==> src/rtl/ssi_pkg.sv <==
package ssi_pkg;
  localparam int BYTE_W   = 8;
  localparam int WORD_W   = 2 * BYTE_W;
  localparam int MAX_HALF = 512;
  localparam int CNT_W    = $clog2(MAX_HALF);

  typedef enum logic [1:0] {
    MODE_B8   = 2'b00,
    MODE_B16  = 2'b01,
    MODE_FREE = 2'b10,
    MODE_RSVD = 2'b11
  } xfer_mode_e;

  typedef struct packed {
    logic       ext_clk;
    logic [2:0] div_sel;
    xfer_mode_e mode;
  } ctrl_t;

  localparam logic [1:0] ADDR_CTRL = 2'd0;
  localparam logic [1:0] ADDR_STAT = 2'd1;
  localparam logic [1:0] ADDR_DLO  = 2'd2;
  localparam logic [1:0] ADDR_DHI  = 2'd3;

  // system clocks per half period of the serial clock
  function automatic int unsigned half_period(input logic [2:0] sel);
    case (sel)
      3'd6:    half_period = 128;
      3'd7:    half_period = 512;
      default: half_period = 1 << sel;
    endcase
  endfunction
endpackage

==> src/rtl/ssi_clkgen.sv <==
module ssi_clkgen
  import ssi_pkg::*;
#(
  parameter int CW = CNT_W
) (
  input  logic       clk,
  input  logic       rst,
  input  logic       clear,
  input  logic       run,
  input  logic [2:0] sel,
  output logic       sck,
  output logic       fall_now,
  output logic       rise_now
);
  logic [CW-1:0] cnt;
  logic [CW-1:0] half_m1;
  logic          wrap;

  assign half_m1  = CW'(half_period(sel) - 1);
  assign wrap     = run && !clear && (cnt == half_m1);
  assign fall_now = wrap && sck;
  assign rise_now = wrap && !sck;

  always_ff @(posedge clk) begin
    if (rst || clear || !run) begin
      cnt <= '0;
      sck <= 1'b1;
    end else if (wrap) begin
      cnt <= '0;
      sck <= ~sck;
    end else begin
      cnt <= cnt + 1'b1;
    end
  end
endmodule

==> src/rtl/ssi_edge_sync.sv <==
module ssi_edge_sync #(
  parameter int STAGES = 2
) (
  input  logic clk,
  input  logic rst,
  input  logic pin,
  output logic fall_ev,
  output logic rise_ev
);
  logic [STAGES-1:0] chain;
  logic              prev;

  always_ff @(posedge clk) begin
    if (rst) begin
      chain   <= '1;
      prev    <= 1'b1;
      fall_ev <= 1'b0;
      rise_ev <= 1'b0;
    end else begin
      chain   <= {chain[STAGES-2:0], pin};
      prev    <= chain[STAGES-1];
      fall_ev <= prev && !chain[STAGES-1];
      rise_ev <= !prev && chain[STAGES-1];
    end
  end
endmodule

==> src/rtl/ssi_shifter.sv <==
module ssi_shifter #(
  parameter int BW = 8
) (
  input  logic          clk,
  input  logic          rst,
  input  logic          abort,
  input  logic          start,
  input  logic          len16,
  input  logic          fall_ev,
  input  logic          rise_ev,
  input  logic          sdi,
  input  logic [2*BW-1:0] tx_word,
  output logic          busy,
  output logic          sdo,
  output logic          rx_valid,
  output logic [2*BW-1:0] rx_word
);
  localparam int WW = 2 * BW;
  localparam int IW = $clog2(WW);

  logic [WW-1:0] sh;
  logic [IW-1:0] bit_idx;
  logic [IW-1:0] last_idx;
  logic          len_q;
  logic          armed;
  logic [WW-1:0] sh_next;

  assign last_idx = len_q ? IW'(WW - 1) : IW'(BW - 1);
  assign sh_next  = len_q ? {sdi, sh[WW-1:1]} : {sh[WW-1:BW], sdi, sh[BW-1:1]};
  assign rx_word  = sh;

  always_ff @(posedge clk) begin
    if (rst) begin
      busy     <= 1'b0;
      armed    <= 1'b0;
      bit_idx  <= '0;
      sh       <= '0;
      sdo      <= 1'b1;
      len_q    <= 1'b0;
      rx_valid <= 1'b0;
    end else begin
      rx_valid <= 1'b0;
      if (abort) begin
        busy    <= 1'b0;
        armed   <= 1'b0;
        bit_idx <= '0;
      end else if (start && !busy) begin
        busy    <= 1'b1;
        armed   <= 1'b0;
        bit_idx <= '0;
        sh      <= tx_word;
        len_q   <= len16;
      end else if (busy) begin
        if (fall_ev) begin
          sdo   <= sh[0];
          armed <= 1'b1;
        end
        if (rise_ev && armed) begin
          sh <= sh_next;
          if (bit_idx == last_idx) begin
            busy     <= 1'b0;
            armed    <= 1'b0;
            rx_valid <= 1'b1;
          end else begin
            bit_idx <= bit_idx + 1'b1;
          end
        end
      end
    end
  end
endmodule

==> src/rtl/sync_serial_if.sv <==
module sync_serial_if
  import ssi_pkg::*;
(
  input  logic       clk,
  input  logic       rst,
  input  logic       bus_wr,
  input  logic       bus_rd,
  input  logic [1:0] bus_addr,
  input  logic [7:0] bus_wdata,
  output logic [7:0] bus_rdata,
  input  logic       sck_in,
  output logic       sck_out,
  output logic       sck_oe,
  input  logic       sdi,
  output logic       sdo
);
  ctrl_t             ctrl_q;
  logic [BYTE_W-1:0] dlo_q, dhi_q;
  logic              done_q, ovr_q, unread_q;
  logic              busy, rx_valid;
  logic [WORD_W-1:0] rx_word;
  logic              wr_ctrl, start_req, rd_dlo;
  logic              ext, free_run, gen_run;
  logic              i_fall, i_rise, x_fall, x_rise;
  logic              fall_ev, rise_ev;

  assign ext       = ctrl_q.ext_clk;
  assign free_run  = (ctrl_q.mode == MODE_FREE) && !ext;
  assign gen_run   = free_run || (busy && !ext);
  assign wr_ctrl   = bus_wr && (bus_addr == ADDR_CTRL);
  assign start_req = bus_wr && (bus_addr == ADDR_STAT) && bus_wdata[0] && !busy;
  assign rd_dlo    = bus_rd && (bus_addr == ADDR_DLO);
  assign fall_ev   = ext ? x_fall : i_fall;
  assign rise_ev   = ext ? x_rise : i_rise;
  assign sck_oe    = !ext;

  ssi_clkgen u_clkgen (
    .clk      (clk),
    .rst      (rst),
    .clear    (wr_ctrl),
    .run      (gen_run),
    .sel      (ctrl_q.div_sel),
    .sck      (sck_out),
    .fall_now (i_fall),
    .rise_now (i_rise)
  );

  ssi_edge_sync #(.STAGES(2)) u_sync (
    .clk     (clk),
    .rst     (rst),
    .pin     (sck_in),
    .fall_ev (x_fall),
    .rise_ev (x_rise)
  );

  ssi_shifter #(.BW(BYTE_W)) u_shift (
    .clk      (clk),
    .rst      (rst),
    .abort    (wr_ctrl),
    .start    (start_req),
    .len16    (ctrl_q.mode == MODE_B16),
    .fall_ev  (fall_ev),
    .rise_ev  (rise_ev),
    .sdi      (sdi),
    .tx_word  ({dhi_q, dlo_q}),
    .busy     (busy),
    .sdo      (sdo),
    .rx_valid (rx_valid),
    .rx_word  (rx_word)
  );

  always_ff @(posedge clk) begin
    if (rst) begin
      ctrl_q   <= '0;
      dlo_q    <= '0;
      dhi_q    <= '0;
      done_q   <= 1'b0;
      ovr_q    <= 1'b0;
      unread_q <= 1'b0;
    end else begin
      if (wr_ctrl) begin
        ctrl_q <= ctrl_t'(bus_wdata[5:0]);
      end
      if (bus_wr && bus_addr == ADDR_DLO) dlo_q <= bus_wdata;
      if (bus_wr && bus_addr == ADDR_DHI) dhi_q <= bus_wdata;
      if (rx_valid) begin
        dlo_q <= rx_word[BYTE_W-1:0];
        if (ctrl_q.mode == MODE_B16) dhi_q <= rx_word[WORD_W-1:BYTE_W];
      end

      if (wr_ctrl || start_req) done_q <= 1'b0;
      else if (rx_valid)        done_q <= 1'b1;

      if (wr_ctrl || start_req) unread_q <= 1'b0;
      else if (rx_valid)        unread_q <= 1'b1;
      else if (rd_dlo)          unread_q <= 1'b0;

      if (wr_ctrl || start_req)                     ovr_q <= 1'b0;
      else if (ext && !busy && unread_q && x_fall)  ovr_q <= 1'b1;
    end
  end

  always_ff @(posedge clk) begin
    if (rst) begin
      bus_rdata <= '0;
    end else if (bus_rd) begin
      case (bus_addr)
        ADDR_CTRL: bus_rdata <= {2'b00, ctrl_q};
        ADDR_STAT: bus_rdata <= {5'b0, ovr_q, done_q, busy};
        ADDR_DLO:  bus_rdata <= dlo_q;
        default:   bus_rdata <= dhi_q;
      endcase
    end
  end
endmodule

==> config.mk <==
export PLATFORM = sky130hd
export DESIGN_NAME = sync_serial_if
export DESIGN_NICKNAME = d
export VERILOG_FILES = /design/src/rtl/ssi_pkg.sv /design/src/rtl/ssi_clkgen.sv /design/src/rtl/ssi_edge_sync.sv /design/src/rtl/ssi_shifter.sv /design/src/rtl/sync_serial_if.sv
export SDC_FILE = /design/constraint.sdc
export NUM_CORES = 1
export LEC_CHECK = 0
export ABC_AREA = 1
export CAP_MARGIN = 20
export CORE_ASPECT_RATIO = 0.9
export CORE_UTILIZATION = 58
export DETAILED_ROUTE_END_ITERATION = 8
export PLACE_DENSITY = 0.79
export SLEW_MARGIN = 20
export SYNTH_ARGS = -nofsm -noshare
export SYNTH_HDL_FRONTEND = slang
export SYNTH_HIERARCHICAL = 1
export SYNTH_SLANG_ARGS = --single-unit
==> constraint.sdc <==
create_clock -name clk -period 3.6 [get_ports clk]
set_input_delay 1.08 -clock clk [delete_from_list [all_inputs] [get_ports clk]]
set_output_delay 1.08 -clock clk [all_outputs]
set_load 0.05 [all_outputs]
==> metrics.yaml <==
status:
  outcome: "finished, final reports clean"
global_routing:
  grt_max_degree: 29
  track_usage: 0.278
  grt_overflow: 0
  grt_pass1_vias: 3190
  grt_pass1_wl_um: 15000
  antenna_found_initial: 0
cells_and_area:
  final_nets: 617
  areaGrowthSynthToFinish_pct: 11.5
  diodes: 0
  instances_no_fill: 691
  drive_gt1_frac: 0.123
  multi_input_area_mm2: 0.00212
  final-seq-area_mm2: 0.00146
  fillCellCount: 602
sta:
  fin_skew_ns: 0.00730
  relSlewSlack: 0.502
  worst-slew-pin-transition_ns: 0.742
  setup_violations: 0
  fmax_ghz: 0.311
  rsz0062_at_grt: "false"
  setup_ws_ns: 0.389
  period_minus_slack_ns: 3.21
  finalHoldViolCount: 0
  finalSetupTns_ns: 0
  report.final.slew_viol_count: 0
  fin_crit_sh: 0.892
  holdWs_ns: 0.412
clocking:
  postCtsSetupBuffers: 0
  cts_tree: "done"
  clk_latency_ns: 0.34
  cts-buffers-inserted: 9
  cts.sinks: 73
  h-tree-depth: 3
  postCtsHoldBufs: 0
  cts_root_buf: "clkbuf_8"
  ctsResizeCount: 0
  clock_path_buffers: 2
  path_clk_slew_ns: 0.07
worst_setup_path:
  crit_start: "bus_addr[1]"
  worst-r2r-cell-count: 16
  worstPathArrival_ns: 3.45
  cp-end-kind: "flip-flop"
  crit_type: "input port to flip-flop"
  crit_path_end: "u_shift/rx_word[1]"
  r2r_start: "ctrl_q[4]"
  crit_required_ns: 3.84
  cp_max_fo: 10
  r2r_end: "u_shift/rx_word[1]"
  r2r_slack_ns: 0.76
  startpoint_type: "input port"
drt:
  wl_per_cell_um: 13.1
  drtPass1Iterations: 5
  via_count: 3657
  drt_iter0_markers: 369
  drc: 0
  ant_nets: 0
  wl_um: 9050
  viasPerCell: 5.29
floorplan:
  core-area_mm2: 0.00659
  start_util: 0.599
  ios: 27
  die_area_mm2: 0.00713
  rows: 28
  die_x_um: 88.9
  die_h_um: 80.2
pwr:
  p_leak_nw: 1.94
  power.density_mw_per_mm2: 380
  vdd_drop_max_mv: 0.280
logic_synthesis:
  synthCells: 573
  synth_common_cells: "170 x nand2_1, 73 x dfxtp_1, 64 x nor2_1"
  synth.top_cell.area_share: 0.371
  avgSynthCellArea_um2: 6.88
  synthDistinctLibCells: 40
  ys_top_cells_by_area: "dfxtp_1 37%, nand2_1 16%, nand3_1 6.7%"
  synth_area_mm2: 0.00394
  synth-edff-count: 0
  ys_seq_elements: 73
  ys.flop_type: "dfxtp_1"
  synth.most_common_cell: "nand2_1"
  synth_nets: 592
  synth.yosys.seq_area_share: 0.371
  ys_async_sr_fraction: 0
  yosysTopAreaCell: "dfxtp_1"
  yosysWarnings: 6
placement:
  pre_cts_ws_ns: 0.0523
  port_buffers: 26
  dp.cells: 677
  hpwl_um: 6610
  place.gp.congestion: 0.840
min_path:
  min_from: "u_sync/chain[0]"
  worstHoldPathType: "flip-flop to flip-flop"
  min_path_cells: 1
job:
  drv_cap: 0
==> where the power goes <==
| group | switching [mW] | leakage (nW) | internal, mW |
|---|---|---|---|
| Sequential | 0.0246 | 0.592 | 0.827 |
| Combinational | 0.127 | 1.25 | 0.0718 |
| Clock | 0.291 | 0.0978 | 0.328 |
| Total | 0.442 | 1.94 | 1.23 |
==> critical path: stages <==
cell             delay [ns]
clkdlybuf4s50_1        0.58
nor2_8                 0.08
nand2_4                0.09
clkinv_2               0.06
nor2_1                 0.09
nand3_1                0.07
nor2_1                 0.09
nand3_1                0.12
nor2_4                 0.13
nand3_1                0.10
inv_1                  0.07
nand2_1                0.05
nand2_1                0.09
nand3_1                0.15
a21oi_4                0.30
inv_2                  0.13
nor2_1                 0.12
nor2_1                 0.05
==> worst min-delay path by stage <==
stage,end
4_1_cts,u_sync/chain[1]
3_3_place_gp,u_sync/rise_ev
6_report,u_sync/chain[1]
5_1_grt,u_sync/rise_ev
3_5_place_dp,u_sync/chain[1]
2_1_floorplan,u_sync/chain[1]
==> flip-flops by register name, summed over array words and instances (netlist names), 2 cells and up <==
name / count
u_clkgen/cnt: 9
u_shift/bit_idx: 4
dhi_q: 8
u_sync/chain: 2
ctrl_q: 5
u_shift/rx_word: 16
dlo_q: 8
bus_rdata: 8
==> metrics by stage <==
| step | utilization | total power [mW] | area [µm²] |
|---|---|---|---|
| after floorplan | - | 1.01 | 3940 |
| after global placement | 0.640 | 1.06 | 4210 |
| after detailed placement | 0.640 | 1.07 | 4210 |
| after CTS | 0.668 | 1.68 | 4400 |
| after global routing | 0.668 | 1.74 | 4400 |
| final | 0.668 | 1.67 | 4400 |
==> cells by family (layout without fill, tap and decap cells) <==
group,Yosys count,after routing,synth area share
and+or+nand+nor,339,339,0.404
AOI/OAI and AO/OA,78,78,0.107
DFF,73,73,0.371
buffers and inverters,72,100,0.0907
xor gates and xnor gates,8,8,0.0178
adders and majority gates,3,3,0.00952
==> layer usage <==
metal	GRT usage	share of wire	vias to the layer above	wire length, µm
met3	0.0781	0.077	14	695
met5	0	0	-	0
met2	0.414	0.43	143	3930
li1	-	-	1876	-
met1	0.385	0.47	1624	4260
met4	0.0887	0.019	0	170
==> cell usage in the layout, fill, tap and decap left out, types with 8 or more instances in the layout <==
cell type	count
clkdlybuf4s50_1	26
inv_1	41
nor2_1	64
nor2_2	18
a21oi_1	33
dfxtp_1	73
inv_2	8
nand2_1	170
nand3_1	53
clkbuf_8	10
o21ai_0	31
==> final cells by class <==
class                           count  area share
Clock buffer                       10      0.0313
Sequential cell                    73       0.332
Inverter                           55      0.0495
Clock inverter                      4      0.0102
Tap cell                           90      0.0256
Timing Repair Buffer               31      0.0677
Multi-Input combinational cell    428       0.483
No activity file was read; power rests on OpenSTA's default activity.
